## config.mk

```make
export PLATFORM = sky130hd
export DESIGN_NAME = rcal_pulse_ctrl
export DESIGN_NICKNAME = d
export VERILOG_FILES = /design/src/rtl/rcal_pkg.sv /design/src/rtl/rcal_ctrl_regs.sv /design/src/rtl/rcal_edge_arm.sv /design/src/rtl/rcal_ovr_seq.sv /design/src/rtl/rcal_auto_gate.sv /design/src/rtl/rcal_pulse_ctrl.sv
export SDC_FILE = /design/constraint.sdc
export NUM_CORES = 1
export LEC_CHECK = 0
export BUFFER_PORTS_ARGS = -buffer_cell sky130_fd_sc_hd__buf_2
export CELL_PAD_IN_SITES_DETAIL_PLACEMENT = 0
export CELL_PAD_IN_SITES_GLOBAL_PLACEMENT = 1
export CORE_ASPECT_RATIO = 0.6
export CORE_UTILIZATION = 28
export CTS_CLUSTER_DIAMETER = 40
export DETAILED_ROUTE_END_ITERATION = 12
export GPL_TIMING_DRIVEN = 1
export PLACE_DENSITY_LB_ADDON = 0.1
export SYNTH_ARGS = -nofsm -noshare
export SYNTH_HDL_FRONTEND = slang
export SYNTH_HIERARCHICAL = 1
export SYNTH_SLANG_ARGS = --single-unit
```

## constraint.sdc

```tcl
create_clock -name clk -period 1.1 [get_ports clk]
set_clock_uncertainty 0.2 [all_clocks]
set_input_delay 0.055 -clock clk [delete_from_list [all_inputs] [get_ports clk]]
set_output_delay 0.055 -clock clk [all_outputs]
set_load 0.05 [all_outputs]
```

## src/rtl/rcal_pkg.sv

```systemverilog
// Shared definitions for the calibration strobe controller.
// Assumes a 12-bit writable control field; the upper part of the
// 32-bit word is a fixed constant.
package rcal_pkg;
    localparam int NTGT   = 4;
    localparam int TGT_W  = $clog2(NTGT);
    localparam int CTRL_W = 12;

    // Target index order used on strobes and on the selector.
    typedef enum logic [1:0] {
        TGT_IREF   = 2'd0,
        TGT_TX     = 2'd1,
        TGT_RXTERM = 2'd2,
        TGT_RXVGA  = 2'd3
    } tgt_e;

    // Power state coding of each data path.
    typedef enum logic [1:0] {
        PS_ON   = 2'd0,
        PS_STBY = 2'd1,
        PS_PART = 2'd2,
        PS_SLMB = 2'd3
    } pstate_e;

    // Writable control field, MSB first.
    typedef struct packed {
        logic       bcast;   // bit 11
        logic [1:0] sel;     // bits 10:9
        logic       ovr;     // bit 8
        logic [3:0] qual;    // bits 7:4, register order
        logic [3:0] per;     // bits 3:0, register order
    } ctrl_t;
endpackage

```

## src/rtl/rcal_ctrl_regs.sv

```systemverilog
// Control register with a one-bit opcode access port.
// Writes take the low CTRL_W bits; reads return the word one cycle later.
// Assumes only one access per cycle.
module rcal_ctrl_regs
    import rcal_pkg::*;
#(
    parameter int              DATA_W   = 32,
    parameter logic [CTRL_W-1:0] CTRL_RST = 12'h001,
    parameter logic [DATA_W-CTRL_W-1:0] FIXED_HI = 'h8
) (
    input  logic              clk,
    input  logic              rst_n,
    input  logic              acc_en,
    input  logic              acc_op,
    input  logic [DATA_W-1:0] acc_wdata,
    output logic [DATA_W-1:0] acc_rdata,
    output ctrl_t             ctrl
);
    logic [CTRL_W-1:0] ctrl_q;
    logic [DATA_W-1:0] rdata_q;
    logic              wdata_unused;

    assign wdata_unused = ^acc_wdata[DATA_W-1:CTRL_W];

    // Store the writable field on a write access.
    always_ff @(posedge clk) begin
        if (!rst_n)
            ctrl_q <= CTRL_RST;
        else if (acc_en && acc_op)
            ctrl_q <= acc_wdata[CTRL_W-1:0];
    end

    // Capture the full word on a read access.
    always_ff @(posedge clk) begin
        if (!rst_n)
            rdata_q <= '0;
        else if (acc_en && !acc_op)
            rdata_q <= {FIXED_HI, ctrl_q};
    end

    assign acc_rdata = rdata_q;
    assign ctrl      = ctrl_t'(ctrl_q);


    wr_store_chk: assert property (@(posedge clk) disable iff (!rst_n)
        (acc_en && acc_op) |=> (ctrl_q == $past(acc_wdata[CTRL_W-1:0])));

    rd_word_chk: assert property (@(posedge clk) disable iff (!rst_n)
        (acc_en && !acc_op) |=> (acc_rdata == {FIXED_HI, $past(ctrl_q)}));
endmodule

```

## src/rtl/rcal_edge_arm.sv

```systemverilog
// Rising-edge detector for a software request bit.
// Fires for one cycle when the bit is 1 and was 0 in the previous cycle;
// re-arms only after the bit has been seen at 0.
module rcal_edge_arm (
    input  logic clk,
    input  logic rst_n,
    input  logic lvl,
    output logic fire
);
    logic seen_q;

    // Remember the request level of the previous cycle.
    always_ff @(posedge clk) begin
        if (!rst_n)
            seen_q <= 1'b0;
        else
            seen_q <= lvl;
    end

    assign fire = lvl && !seen_q;


    single_fire_chk: assert property (@(posedge clk) disable iff (!rst_n)
        fire |=> !fire);
endmodule

```

## src/rtl/rcal_ovr_seq.sv

```systemverilog
// Override sequencer: on a start while idle, requests a recompute of the
// selected target, holds the request until the engine reports done, then
// issues a one-hot done vector for one cycle. A start while busy is dropped.
module rcal_ovr_seq
    import rcal_pkg::*;
(
    input  logic             clk,
    input  logic             rst_n,
    input  logic             start,
    input  logic [TGT_W-1:0] sel_in,
    input  logic             eng_done,
    output logic             eng_req,
    output logic [TGT_W-1:0] eng_sel,
    output logic [NTGT-1:0]  done_vec
);
    logic             busy_q;
    logic [TGT_W-1:0] sel_q;
    logic             finish;

    assign finish = busy_q && eng_done;

    // Track the outstanding recompute and the target it belongs to.
    always_ff @(posedge clk) begin
        if (!rst_n) begin
            busy_q <= 1'b0;
            sel_q  <= '0;
        end else if (!busy_q && start) begin
            busy_q <= 1'b1;
            sel_q  <= sel_in;
        end else if (finish) begin
            busy_q <= 1'b0;
        end
    end

    // Decode the finished target into a one-hot vector.
    generate
        for (genvar i = 0; i < NTGT; i++) begin : g_dec
            assign done_vec[i] = finish && (sel_q == TGT_W'(i));
        end
    endgenerate

    assign eng_req = busy_q;
    assign eng_sel = sel_q;


    req_hold_chk: assert property (@(posedge clk) disable iff (!rst_n)
        (eng_req && !eng_done) |=> (eng_req && $stable(eng_sel)));

    req_drop_chk: assert property (@(posedge clk) disable iff (!rst_n)
        (eng_req && eng_done) |=> !eng_req);

    done_onehot_chk: assert property (@(posedge clk) disable iff (!rst_n)
        $onehot0(done_vec));

    busy_ignore_chk: assert property (@(posedge clk) disable iff (!rst_n)
        (eng_req && !eng_done && start) |=> $stable(eng_sel));
endmodule

```

## src/rtl/rcal_auto_gate.sv

```systemverilog
// Periodic update gate: for each target, passes the tick when the periodic
// enable is set and, if the qualifier is set, the target's path is in a
// low-power state. Inputs are in target index order.
module rcal_auto_gate
    import rcal_pkg::*;
(
    input  logic            per_tick,
    input  logic [NTGT-1:0] per_en,
    input  logic [NTGT-1:0] qual_en,
    input  logic [1:0]      tx_pstate,
    input  logic [1:0]      rx_pstate,
    output logic [NTGT-1:0] upd_vec
);
    logic            tx_deep;
    logic            rx_deep;
    logic [NTGT-1:0] in_low;

    // Classify the path power states for each target.
    always_comb begin
        tx_deep = (tx_pstate == PS_PART) || (tx_pstate == PS_SLMB);
        rx_deep = (rx_pstate == PS_PART) || (rx_pstate == PS_SLMB);
        in_low             = '0;
        in_low[TGT_IREF]   = tx_deep && rx_deep;
        in_low[TGT_TX]     = (tx_pstate != PS_ON);
        in_low[TGT_RXTERM] = (rx_pstate != PS_ON);
        in_low[TGT_RXVGA]  = (rx_pstate != PS_ON);
    end

    // One gate per target.
    generate
        for (genvar i = 0; i < NTGT; i++) begin : g_gate
            assign upd_vec[i] = per_tick && per_en[i] && (!qual_en[i] || in_low[i]);
        end
    endgenerate
endmodule

```

## src/rtl/rcal_pulse_ctrl.sv

```systemverilog
// Calibration code update pulse controller (top).
// Merges broadcast, override and periodic sources into one registered
// one-cycle strobe per target. Assumes per_tick is a one-cycle pulse.
module rcal_pulse_ctrl
    import rcal_pkg::*;
#(
    parameter int DATA_W = 32
) (
    input  logic              clk,
    input  logic              rst_n,
    input  logic              acc_en,
    input  logic              acc_op,
    input  logic [DATA_W-1:0] acc_wdata,
    output logic [DATA_W-1:0] acc_rdata,
    input  logic [1:0]        tx_pstate,
    input  logic [1:0]        rx_pstate,
    input  logic              per_tick,
    output logic              eng_req,
    output logic [TGT_W-1:0]  eng_sel,
    input  logic              eng_done,
    output logic [NTGT-1:0]   rdy_strobe
);
    ctrl_t           ctrl;
    logic            bcast_fire;
    logic            ovr_fire;
    logic [NTGT-1:0] ovr_vec;
    logic [NTGT-1:0] auto_vec;
    logic [NTGT-1:0] per_t;
    logic [NTGT-1:0] qual_t;
    logic [NTGT-1:0] strobe_q;

    rcal_ctrl_regs #(.DATA_W(DATA_W)) u_regs (
        .clk       (clk),
        .rst_n     (rst_n),
        .acc_en    (acc_en),
        .acc_op    (acc_op),
        .acc_wdata (acc_wdata),
        .acc_rdata (acc_rdata),
        .ctrl      (ctrl)
    );

    rcal_edge_arm u_bcast_arm (
        .clk   (clk),
        .rst_n (rst_n),
        .lvl   (ctrl.bcast),
        .fire  (bcast_fire)
    );

    rcal_edge_arm u_ovr_arm (
        .clk   (clk),
        .rst_n (rst_n),
        .lvl   (ctrl.ovr),
        .fire  (ovr_fire)
    );

    rcal_ovr_seq u_ovr (
        .clk      (clk),
        .rst_n    (rst_n),
        .start    (ovr_fire),
        .sel_in   (ctrl.sel),
        .eng_done (eng_done),
        .eng_req  (eng_req),
        .eng_sel  (eng_sel),
        .done_vec (ovr_vec)
    );

    // Reorder register fields (rx gain stage before rx termination) into target order.
    always_comb begin
        per_t              = '0;
        qual_t             = '0;
        per_t[TGT_IREF]    = ctrl.per[0];
        per_t[TGT_TX]      = ctrl.per[1];
        per_t[TGT_RXVGA]   = ctrl.per[2];
        per_t[TGT_RXTERM]  = ctrl.per[3];
        qual_t[TGT_IREF]   = ctrl.qual[0];
        qual_t[TGT_TX]     = ctrl.qual[1];
        qual_t[TGT_RXVGA]  = ctrl.qual[2];
        qual_t[TGT_RXTERM] = ctrl.qual[3];
    end

    rcal_auto_gate u_auto (
        .per_tick  (per_tick),
        .per_en    (per_t),
        .qual_en   (qual_t),
        .tx_pstate (tx_pstate),
        .rx_pstate (rx_pstate),
        .upd_vec   (auto_vec)
    );

    // Merge all sources into one registered strobe per target.
    always_ff @(posedge clk) begin
        if (!rst_n)
            strobe_q <= '0;
        else
            strobe_q <= ({NTGT{bcast_fire}} | ovr_vec | auto_vec);
    end

    assign rdy_strobe = strobe_q;


    bcast_all_chk: assert property (@(posedge clk) disable iff (!rst_n)
        bcast_fire |=> (rdy_strobe == {NTGT{1'b1}}));

    quiet_chk: assert property (@(posedge clk) disable iff (!rst_n)
        (!bcast_fire && ovr_vec == '0 && !per_tick) |=> (rdy_strobe == '0));

    auto_pass_chk: assert property (@(posedge clk) disable iff (!rst_n)
        per_tick |=> ((rdy_strobe & $past(per_t & ~qual_t)) == $past(per_t & ~qual_t)));

    ovr_strobe_chk: assert property (@(posedge clk) disable iff (!rst_n)
        (eng_req && eng_done) |=> rdy_strobe[$past(eng_sel)]);
endmodule

```

## After elaboration in Yosys (flattened, before gate mapping)

Index checks and enable logic that the tools add are counted.

- Input port bits: 42
- Logic and storage cells: 55
- Memories: 0
- Bits in latches: 0
- Bits in read-only memories: 0
- RAM bits: 0
- Bits in registers: 34

- Eq/ne operators: 7
- $mul: 0
- Bitwise logic cells: 2
- $add $sub $neg: 0
- Reductions and logical operators: 37
- Shift-type cells: 0
- Divide/modulo/power cells: 0
- $lt $le $gt $ge: 0
- Mux-type cells: 2

Operators with widths:

| operator | number |
|---|---|
| logical AND 1 bit | 19 |
| == test 2 bit, second input constant | 6 |
| logical NOT 1 bit | 8 |
| bitwise OR 4 bit | 2 |
| logical OR 1 bit | 6 |
| nonzero test 2 bit | 3 |
| == test 2 x 1 -> 1 bit, second input constant | 1 |
| logical NOT 2 bit | 1 |
| two-way mux 1 bit | 2 |

## Longest topological paths before layout

Gate-level depths: netlist of run 1.

- Depth in word-level cells: 6
- Mapped depth: 4

## Hierarchy

Netlist of run 1, hierarchy kept.

By module, submodules not included:

| module | cells an instance | seq. area each (sq um) | area an instance (sq um) | times used |
|---|---|---|---|---|
| rcal_ctrl_regs | 119 | 500.5 | 1079.8 | 1 |
| rcal_ovr_seq | 19 | 60.1 | 147.6 | 1 |
| rcal_pulse_ctrl | 8 | 80.1 | 115.1 | 1 |
| rcal_edge_arm | 3 | 20.0 | 40.0 | 2 |
| rcal_auto_gate | 11 | 0.0 | 50.0 | 1 |

## Least setup slack after synthesis of run 1

Ideal clock, no wire load.

- Path type: reg2reg
- From: reg u_ovr.sel_q[1] (netlist: u_ovr/eng_sel[1])
- To: reg strobe_q[0] (netlist: rdy_strobe[0])
- Data arrival time: 1051 ps
- Library setup time: 120 ps
- Slack: -271 ps
- Clock period less this slack: 1371 ps
- Required time: 780 ps
- Stages on the path, launching flop included: 3
- Path through: dfxtp_1 -> nor3_1 -> o31a_1

- Word-level cells in the longest chain between the ends: 4

Ends and longest elaborated chain:

| item | RTL line | source |
|---|---|---|
| start, declared | rcal_ovr_seq.sv:17 | `logic [TGT_W-1:0] sel_q;` |
| start signal, assigned | rcal_ovr_seq.sv:29 | `sel_q <= sel_in;` |
| logical NOT 2 bit | rcal_ovr_seq.sv:38 | `assign done_vec[i] = finish && (sel_q == TGT_W'(i));` |
| logical AND 1 bit | rcal_ovr_seq.sv:38 |  |
| net ovr_vec[0] | rcal_pulse_ctrl.sv:26 | `logic [NTGT-1:0] ovr_vec;` |
| bitwise OR 4 bit (2 in series) | rcal_pulse_ctrl.sv:95 | `strobe_q <= ({NTGT{bcast_fire}} \| ovr_vec \| auto_vec);` |
| end signal, assigned | rcal_pulse_ctrl.sv:95 |  |
| end, declared | rcal_pulse_ctrl.sv:30 | `logic [NTGT-1:0] strobe_q;` |

The timed path passes the listed nets, and every way through them passes these cells.
A chain may end at the register's enable or synchronous reset.

## Final worst setup path of run 1

- From: reg u_ovr.busy_q (netlist: u_ovr/eng_req)
- To: out eng_req

RTL lines:

| item | RTL line | source |
|---|---|---|
| start, declared | rcal_ovr_seq.sv:16 | `logic busy_q;` |
| start signal, assigned | rcal_ovr_seq.sv:25 | `busy_q <= 1'b0;` |
| start signal, assigned | rcal_ovr_seq.sv:28 | `busy_q <= 1'b1;` |
| start signal, assigned | rcal_ovr_seq.sv:31 | `busy_q <= 1'b0;` |
| end, declared | rcal_pulse_ctrl.sv:18 | `output logic eng_req,` |

No word-level cell between the ends.

==> results of run 1 <==
## per-layer routing
metal / vias up / part of all wire (%) / global-route usage (%)
li1: 624 / - / -
met4: 0 / 1.9 / 5.76
met5: - / 0 / 0
met3: 8 / 4.9 / 4.33
met2: 38 / 42 / 18.6
met1: 554 / 51 / 17.8
## kinds of logic (layout without fill, tap and decap cells)
kind of cell    Yosys count  after routing  share of synthesized area [%]
compound gates           22             22                           9.26
buf+inv                  31             70                           14.4
flops                    34             34                           46.2
mux                      14             14                           9.52
other cells               1             19                          0.255
simple gates             61             61                           20.3
## cells in the final DEF, fill, tap and decap left out, types with 5 or more instances in the layout
cell type / synthesis / routed
conb_1: 1 / 19
dfxtp_1: 34 / 20
buf_4: 19 / 8
buf_6: 1 / 12
dfxtp_2: 0 / 11
buf_2: 5 / 21
mux2i_1: 14 / 14
nand4_1: 11 / 11
clkbuf_8: 0 / 5
nand2_1: 34 / 33
dlygate4sd3_1: 0 / 13
o21ai_1: 11 / 11
## stage by stage
stage,setup TNS (ps),total power [W]
2_1_floorplan,0,0.00172
3_3_place_gp,-45.0,0.00178
3_5_place_dp,-58.9,0.00178
4_1_cts,-11.2,0.00300
5_1_grt,-133,0.00312
6_report,0,0.00296
## flip-flops by register name (all words and copies together), names as in the netlist
signal,flops
u_ovr/eng_sel,2
rdy_strobe,4
u_ovr_arm/seen_q,1
u_regs/acc_rdata,13
u_bcast_arm/seen_q,1
u_regs/ctrl,12
u_ovr/eng_req,1
## power breakdown
part | internal, W | switching (W)
sequential | 0.00127 | 0.0000299
clock | 0.000667 | 0.000477
combinational | 0.000166 | 0.000345
## cell type report
type	count	area, µm²
Clock buffer	5	68.8
Timing Repair Buffer	59	515
Multi-Input combinational cell	116	659
Clock inverter	3	40.0
Inverter	3	11.3
Fill cell	517	2970
Sequential cell	34	706
Tap cell	66	82.6
## repair_timing
action,4_1_cts,5_1_grt
hold endpoints to repair,17,2
pin swaps,0,3
resized for setup,28,22
hold buffers,12,1
setup endpoints to repair,22,19
## path summary, 6_finish.rpt
check,start,to,slack [ps],depth (start not counted)
max reg2reg,u_regs/ctrl[8]$_SDFFE_PN0P_,u_ovr/eng_sel[0]$_SDFFE_PN0P_,10,3
max,u_ovr/eng_req$_SDFFE_PN0P_,eng_req,4,1
min reg2reg,u_regs/acc_rdata[15]$_SDFFE_PN0P_,u_regs/acc_rdata[15]$_SDFFE_PN0P_,240,2
min,tx_pstate[0],rdy_strobe[1]$_SDFF_PN0_,-20,4
==> results.ini, run 1 <==
[cts]
clock-sinks=34
cts_root_buf=clkbuf_8
cts_tree=done
clk_pin_slew_ps=70
post_cts_buffers=0
cts_made_buffers=5
clock_latency_ps=290
h-tree-depth=2
clockBufferDepth=2

[timing]
finalCritPeriodShare_pct=99.6
rsz0062_at_grt=yes
finalSetupViolations=0
holdWs_ps=-21.7
slew_viol_final=0
fmax_mhz=912
layout_setup_ws_ps=4.11
final_hold_viol_count=3
period_minus_slack_ps=1100

[layout]
drive_gt1_share_pct=33.6
antennaDiodeCount=0
fin_util_pct=41.2
area_growth_pct=41.5
final_cell_area_um2=2080
fin_cells=286
final_net_count=261

[worst_setup_path]
worst_path_largest_cell_delay_ps=400
worstSetupEndpointType=primary output
path_cells=buf_8
required_ps=840
critical_path_class=flip-flop to primary output
slowest_stage=dfxtp_4
path_buf_inv=1
cp.arrival_ps=840
critPathTopFamily=flip-flops
critPathMaxFanout=5
start_kind=flip-flop

[synth]
yosys_register_bits=34
syn_area_per_cell_um2=9.03
ys_seq_area_share_pct=46.2
synth_top_area_cell=dfxtp_1
synth_edf_count=0
synth_top_area_share_pct=46.2
synth_area_leaders=dfxtp_1, buf_4, mux2i_1
ys_warn_count=6
synthArstFlopShare_pct=0
synth_top_flop_cell=dfxtp_1
syn_inst=163
synth.distinct_cells=26
ys_top_cells_by_count=dfxtp_1, nand2_1, buf_4
syn-cell-area_um2=1470

[place]
hpwl_mm=2.28
io_buffers=41
placed_area_um2=1710
gp_congestion=0.705
place_ws_ps=-31.0
dp_cells=265

[floorplan]
start_util_pct=29.1
coreArea_um2=5050
fp-row-count=20
die_area_um2=5560
ioPinCount=81
die_y_um=58.2
die_w_um=95.6

[power_and_ir_drop]
power.leakage_nw=0.931
ir_drop_mv=0.543
p_per_area_nw_per_um2=1420

[global_routing]
grt_overflow=0
grt_max_degree=49
grt_usage_pct=13.0
grt_pass1_vias=1112
grt_pass1_wl_mm=5.32
grt_antenna_before_repair=0

[detailed_routing]
wl_per_cell_um=11.6
wl_mm=3.32
first_pass_iters=4
postRouteAntennaNets=0
drtIter0Drc=46
route.vias.total=1224
drc=0
viasPerCell=4.28

[status]
status=finished, violations left
violations=negative hold slack

[hold_path]
hp-class=primary input to flip-flop

[job]
maxCapViolCount=0

Note: power is estimated with default switching activity, not from simulation.
==> inputs of run 2 (changes only) <==
--- a/config.mk
+++ b/config.mk
@@ -11,9 +11,9 @@
 export CORE_ASPECT_RATIO = 0.6
 export CORE_UTILIZATION = 28
 export CTS_CLUSTER_DIAMETER = 40
+export CTS_CLUSTER_SIZE = 28
 export DETAILED_ROUTE_END_ITERATION = 12
-export GPL_TIMING_DRIVEN = 1
-export PLACE_DENSITY_LB_ADDON = 0.1
+export PLACE_DENSITY = 0.86
 export SYNTH_ARGS = -nofsm -noshare
 export SYNTH_HDL_FRONTEND = slang
 export SYNTH_HIERARCHICAL = 1
==> run 2 against run 1 <==
  * The run ends with negative hold slack, negative setup slack left
  * Sequential share of layout area shrank 0.24 points
  * Power shrank 9.0%
  * Register-to-register slack lost 20 ps
  * Largest cell class unchanged
==> results.ini, run 2 (synthesis results as in run 1) <==
[global_routing]
grt_antenna_before_repair=0
grt_usage_pct=12.9
grt_pass1_wl_mm=5.15
grt_pass1_vias=1087
grt_overflow=0
grt_max_degree=49

[status]
status=finished, violations left
violations=negative hold slack, negative setup slack

[floorplan]
die_w_um=95.6
start_util_pct=29.1
die_y_um=58.2
ioPinCount=81
die_area_um2=5560
fp-row-count=20
coreArea_um2=5050

[place]
place_ws_ps=-37.4
gp_congestion=0.829
hpwl_mm=2.41
io_buffers=41
dp_cells=269

[cts]
cts_root_buf=clkbuf_8
clockBufferDepth=2
clk_pin_slew_ps=70
h-tree-depth=2
clock_latency_ps=280
cts_made_buffers=5
cts_tree=done
clock-sinks=34

[timing]
finalSetupViolations=1
finalCritPeriodShare_pct=101
layout_setup_ws_ps=-6.09
slew_viol_final=0
final_hold_viol_count=2
holdWs_ps=-15.5
fmax_mhz=904
rsz0062_at_grt=yes
period_minus_slack_ps=1110

[worst_setup_path]
slowest_stage=dfxtp_2
path_buf_inv=0
worstSetupEndpointType=flip-flop
cp_common_cell=nor2b_4
critical_path_class=flip-flop to flip-flop
required_ps=1100
start_kind=flip-flop
critPathTopFamily=flip-flops
critPathMaxFanout=3
worst_path_largest_cell_delay_ps=330
cp.arrival_ps=1110
path_cells=nor2b_4 > nor2b_4 > mux2i_1

[detailed_routing]
viasPerCell=4.24
wl_met1_mm=1.72
first_pass_iters=4
postRouteAntennaNets=0
wl_met3_um=269
drtIter0Drc=63
wl_per_cell_um=11.5
route.vias.total=1235
dr.max_layer_used=met4
wl_met2_mm=1.34
drc=0
wl_mm=3.35

[power_and_ir_drop]
intPower_w=0.00190
p_clk_share_pct=32.2
power.leakage_nw=0.927
p_seq_share_pct=48.4
p_per_area_nw_per_um2=1300
p_switching_w=0.000797
ir_drop_mv=0.465
swShare_pct=29.6
pwr-share-comb_pct=19.4

[layout]
area_growth_pct=40.4
final_cell_mix=nand2_1, dfxtp_1, buf_2
largest_reg_flops=13
n_fill_cell=531
final_common_cell=nand2_1
fin_cells=291
antennaDiodeCount=0
drive_gt1_share_pct=30.2
final_net_count=266

[job]
maxCapViolCount=0

[hold_path]
hp-class=primary input to flip-flop

-- run 2: cell types whose count changed in the layout (fill, tap and decap cells not counted), sizes merged --
cell,previous run,this run
buf,46,50
clkbuf,5,8
clkinv,2,0
bufinv,1,0
dlygate4sd3,13,14
-- run 2: worst paths after layout --
kind | startpoint | endpoint | slack, ps | cells after the start
worst max-delay path | u_regs/ctrl[8]$_SDFFE_PN0P_ | u_ovr/eng_sel[1]$_SDFFE_PN0P_ | -6 | 3
worst min-delay path | tx_pstate[0] | rdy_strobe[1]$_SDFF_PN0_ | -20 | 4
worst max register to register | u_regs/ctrl[8]$_SDFFE_PN0P_ | u_ovr/eng_sel[1]$_SDFFE_PN0P_ | -6 | 3
worst min register to register | u_regs/ctrl[9]$_SDFFE_PN0P_ | u_ovr/eng_sel[0]$_SDFFE_PN0P_ | 250 | 2
-- run 2: tightest hold or removal path, stage by stage --
cell     delay (ps)
buf_2            80
nor2_1           40
a21oi_1         140
o31a_1          130
-- run 2: per-stage QoR --
stage	utilization (%)	area [µm²]	setup TNS (ps)	power [W]
floorplan	-	1560	0	0.00172
global placement	34.1	1730	-53.6	0.00178
detailed placement	34.1	1730	-66.0	0.00179
CTS	40.0	2020	-5.22	0.00273
global route	40.9	2070	-177	0.00283
finish	40.9	2070	-6.09	0.00269
-- run 2: routing by layer --
| metal | vias to the layer above | track usage [%] |
|---|---|---|
| met5 | - | 0 |
| li1 | 632 | - |
| met3 | 3 | 4.99 |
| met2 | 42 | 16.6 |
| met4 | 0 | 5.76 |
| met1 | 558 | 18.6 |
-- run 2: layout make-up --
class                      count  area [µm²]  area share (%)
inverter                       3        11.3           0.544
timing repair buffer          64         539            26.1
sequential                    34         696            33.6
multi-input combinational    116         659            31.9
tap                           66        82.6            3.99
clock buffer                   8        80.1            3.87
-- run 2: power groups by stage --
stage	sequential, W	combinational (W)	clock, W
2_1_floorplan	0.00140	0.000321	0
3_3_place_gp	0.00132	0.000457	0
3_5_place_dp	0.00133	0.000460	0
4_1_cts	0.00130	0.000516	0.000913
5_1_grt	0.00131	0.000554	0.000966
6_report	0.00130	0.000522	0.000867
-- run 2: repair_timing --
item,4_1_cts,5_1_grt
pin swaps,0,2
resized for setup,28,14
setup endpoints to repair,22,22
setup buffers,0,1
hold buffers,14,1
endpoints found under the hold margin,15,7
==> inputs of run 3 (changes only) <==
--- a/config.mk
+++ b/config.mk
@@ -9,11 +9,12 @@
 export CELL_PAD_IN_SITES_DETAIL_PLACEMENT = 0
 export CELL_PAD_IN_SITES_GLOBAL_PLACEMENT = 1
 export CORE_ASPECT_RATIO = 0.6
-export CORE_UTILIZATION = 28
+export CORE_UTILIZATION = 29
+export CTS_BUF_LIST = sky130_fd_sc_hd__clkbuf_2
 export CTS_CLUSTER_DIAMETER = 40
 export CTS_CLUSTER_SIZE = 28
 export DETAILED_ROUTE_END_ITERATION = 12
-export PLACE_DENSITY = 0.86
+export PLACE_DENSITY = 0.89
 export SYNTH_ARGS = -nofsm -noshare
 export SYNTH_HDL_FRONTEND = slang
 export SYNTH_HIERARCHICAL = 1
==> run 3 against run 2 <==
  * The run still ends with negative hold slack, negative setup slack left
  * Flip-flop and latch count unchanged
  * Power increased by 10%
  * Global-route usage increased by 2.1 points
  * Sequential share of layout area decreased by 3.5 points
  * Hold slack got worse by 82 ps
  * Routed wire length increased by 12%
  * Critical endpoint is now acc_rdata[9]
  * Maximum frequency decreased by 8.3%
  * Clock power increased by 22%
  * Largest power group unchanged
  * Via count increased by 8.5%
  * Highest routed layer unchanged
  * Register-to-register slack got worse by 60 ps
  * Count of clock-buffer cells in the layout decreased by 3
  * Setup slack got worse by 100 ps
==> results.ini, run 3 (synthesis results as in run 1) <==
[status]
status=finished, violations left
violations=negative hold slack, negative setup slack

[cts]
cts_root_buf=clkbuf_2
clock-sinks=34
clockBufferDepth=2
h-tree-depth=2
clk_pin_slew_ps=210
clock_latency_ps=410
cts_tree=done
cts_made_buffers=5

[worst_setup_path]
critical_path_class=flip-flop to primary output
cp.arrival_ps=950
rr_worst_depth=4
path_buf_inv=1
r2r_slack_ps=-70
r2r_start=u_ovr/eng_sel[1]$_SDFFE_PN0P_
critPathMaxFanout=2
r2r_end=rdy_strobe[3]$_SDFF_PN0_
start_kind=flip-flop
worstSetupEndpointType=primary output
path_cells=buf_8
slowest_stage=dfxtp_2
critPathTopFamily=flip-flops
required_ps=840
worst_path_largest_cell_delay_ps=390

[place]
io_buffers=41
hpwl_mm=2.47
place_ws_ps=-63.0
dp_cells=267
gp_congestion=0.780

[timing]
period_minus_slack_ps=1210
finalSetupTns_ps=-1890
rsz0062_at_grt=yes
final_hold_viol_count=2
fmax_mhz=829
holdWs_ps=-97.5
slew_viol_final=0
finalSetupViolations=29
finalCritPeriodShare_pct=110
layout_setup_ws_ps=-107

[power_and_ir_drop]
pwr-share-comb_pct=20.1
p_seq_share_pct=44.2
p_per_area_nw_per_um2=1250
swShare_pct=28.8
p_clk_share_pct=35.7
power.leakage_nw=1.05
intPower_w=0.00211
p_switching_w=0.000854
power_w=0.00297
ir_drop_mv=0.603

[global_routing]
grt_usage_pct=15.0
grt_max_degree=28
grt_pass1_wl_mm=6.01
grt_overflow=0
grt_antenna_before_repair=0
grt_pass1_vias=1283

[detailed_routing]
drtIter0Drc=30
first_pass_iters=4
wl_mm=3.75
drc=0
wl_per_cell_um=12.4
postRouteAntennaNets=0
route.vias.total=1340
viasPerCell=4.44

[layout]
largest_reg_flops=13
final_common_cell=nand2_1
antennaDiodeCount=0
drive_gt1_share_pct=40.6
fin_cells=302
final_net_count=280
area_growth_pct=60.8
final_cell_mix=nand2_1, dlygate4sd3_1, buf_2

[floorplan]
die_y_um=57.2
die_w_um=94.0
fp-row-count=19
coreArea_um2=4730
die_area_um2=5380
start_util_pct=31.1
ioPinCount=81

[job]
maxCapViolCount=0

[hold_path]
holdPathEnd=rdy_strobe[2]$_SDFF_PN0_
hold_path.startpoint=rx_pstate[0]
hp-class=primary input to flip-flop
holdPathStages=4

==> run 3: changes by cell type in the layout (fill, tap and decap cells not counted), sizes merged <==
cell,delta
dlygate4sd3,+6
clkbuf,-2
bufinv,+2
clkinv,+1
buf,+7
==> run 3: worst max-delay path by stage <==
stage,endpoint,slack [ps],from,depth (start not counted)
CTS,acc_rdata[9],-120,u_regs/acc_rdata[9]$_SDFFE_PN0P_,1
global placement,u_ovr/eng_sel[1]$_SDFFE_PN0P_,-10,u_regs/ctrl[8]$_SDFFE_PN0P_,3
global route,acc_rdata[11],-180,u_regs/acc_rdata[11]$_SDFFE_PN0P_,1
detailed placement,u_ovr/eng_sel[1]$_SDFFE_PN0P_,-60,u_regs/ctrl[8]$_SDFFE_PN0P_,3
finish,acc_rdata[9],-110,u_regs/acc_rdata[9]$_SDFFE_PN0P_,1
floorplan,rdy_strobe[1]$_SDFF_PN0_,5,u_ovr/eng_sel[0]$_SDFFE_PN0P_,3
==> run 3: power by group through the flow <==
stage,logic [W],clock network (W),registers [W]
after floorplan,0.000321,0,0.00140
after global placement,0.000456,0,0.00132
after detailed placement,0.000460,0,0.00133
after CTS,0.000567,0.00108,0.00131
after global routing,0.000631,0.00115,0.00132
final,0.000597,0.00106,0.00131
==> run 3: cell type report <==
type	instances	area [µm²]
Multi-Input combinational cell	116	702
Inverter	3	13.8
Clock buffer	5	25.0
Clock inverter	3	63.8
Fill cell	461	2360
Timing Repair Buffer	78	771
Tap cell	63	78.8
Sequential cell	34	714
==> run 3: worst register-to-register path, delay by kind of cell, from the launching register on <==
kind                   cells  cell delay (ps)
AO/OA/AOI/OAI              1              240
buffers and inverters      1              130
flip-flops                 1              390
AND/OR/NAND/NOR            2              120
==> run 3: timing repair <==
action | in CTS | in global routing
hold buffers | 20 | 2
setup buffers | 4 | 2
gates resized for setup | 72 | 17
pin swaps | 3 | 2
endpoints found under the setup margin | 25 | 41
gates cloned | 0 | 1
hold endpoints to repair | 34 | 27
==> run 3: routing by layer <==
layer | wire length [µm] | global-route usage, % | vias up
li1 | - | - | 664
met4 | 44 | 7.47 | 0
met5 | 0 | 0 | -
met2 | 1750 | 22.9 | 39
met3 | 208 | 5.20 | 7
met1 | 1740 | 18.9 | 630
==> run 3: through the flow <==
step / util [%] / cell area, µm²
2_1_floorplan: - / 1560
3_3_place_gp: 36.6 / 1730
3_5_place_dp: 36.6 / 1730
4_1_cts: 47.9 / 2260
5_1_grt: 50.1 / 2370
6_report: 50.1 / 2370
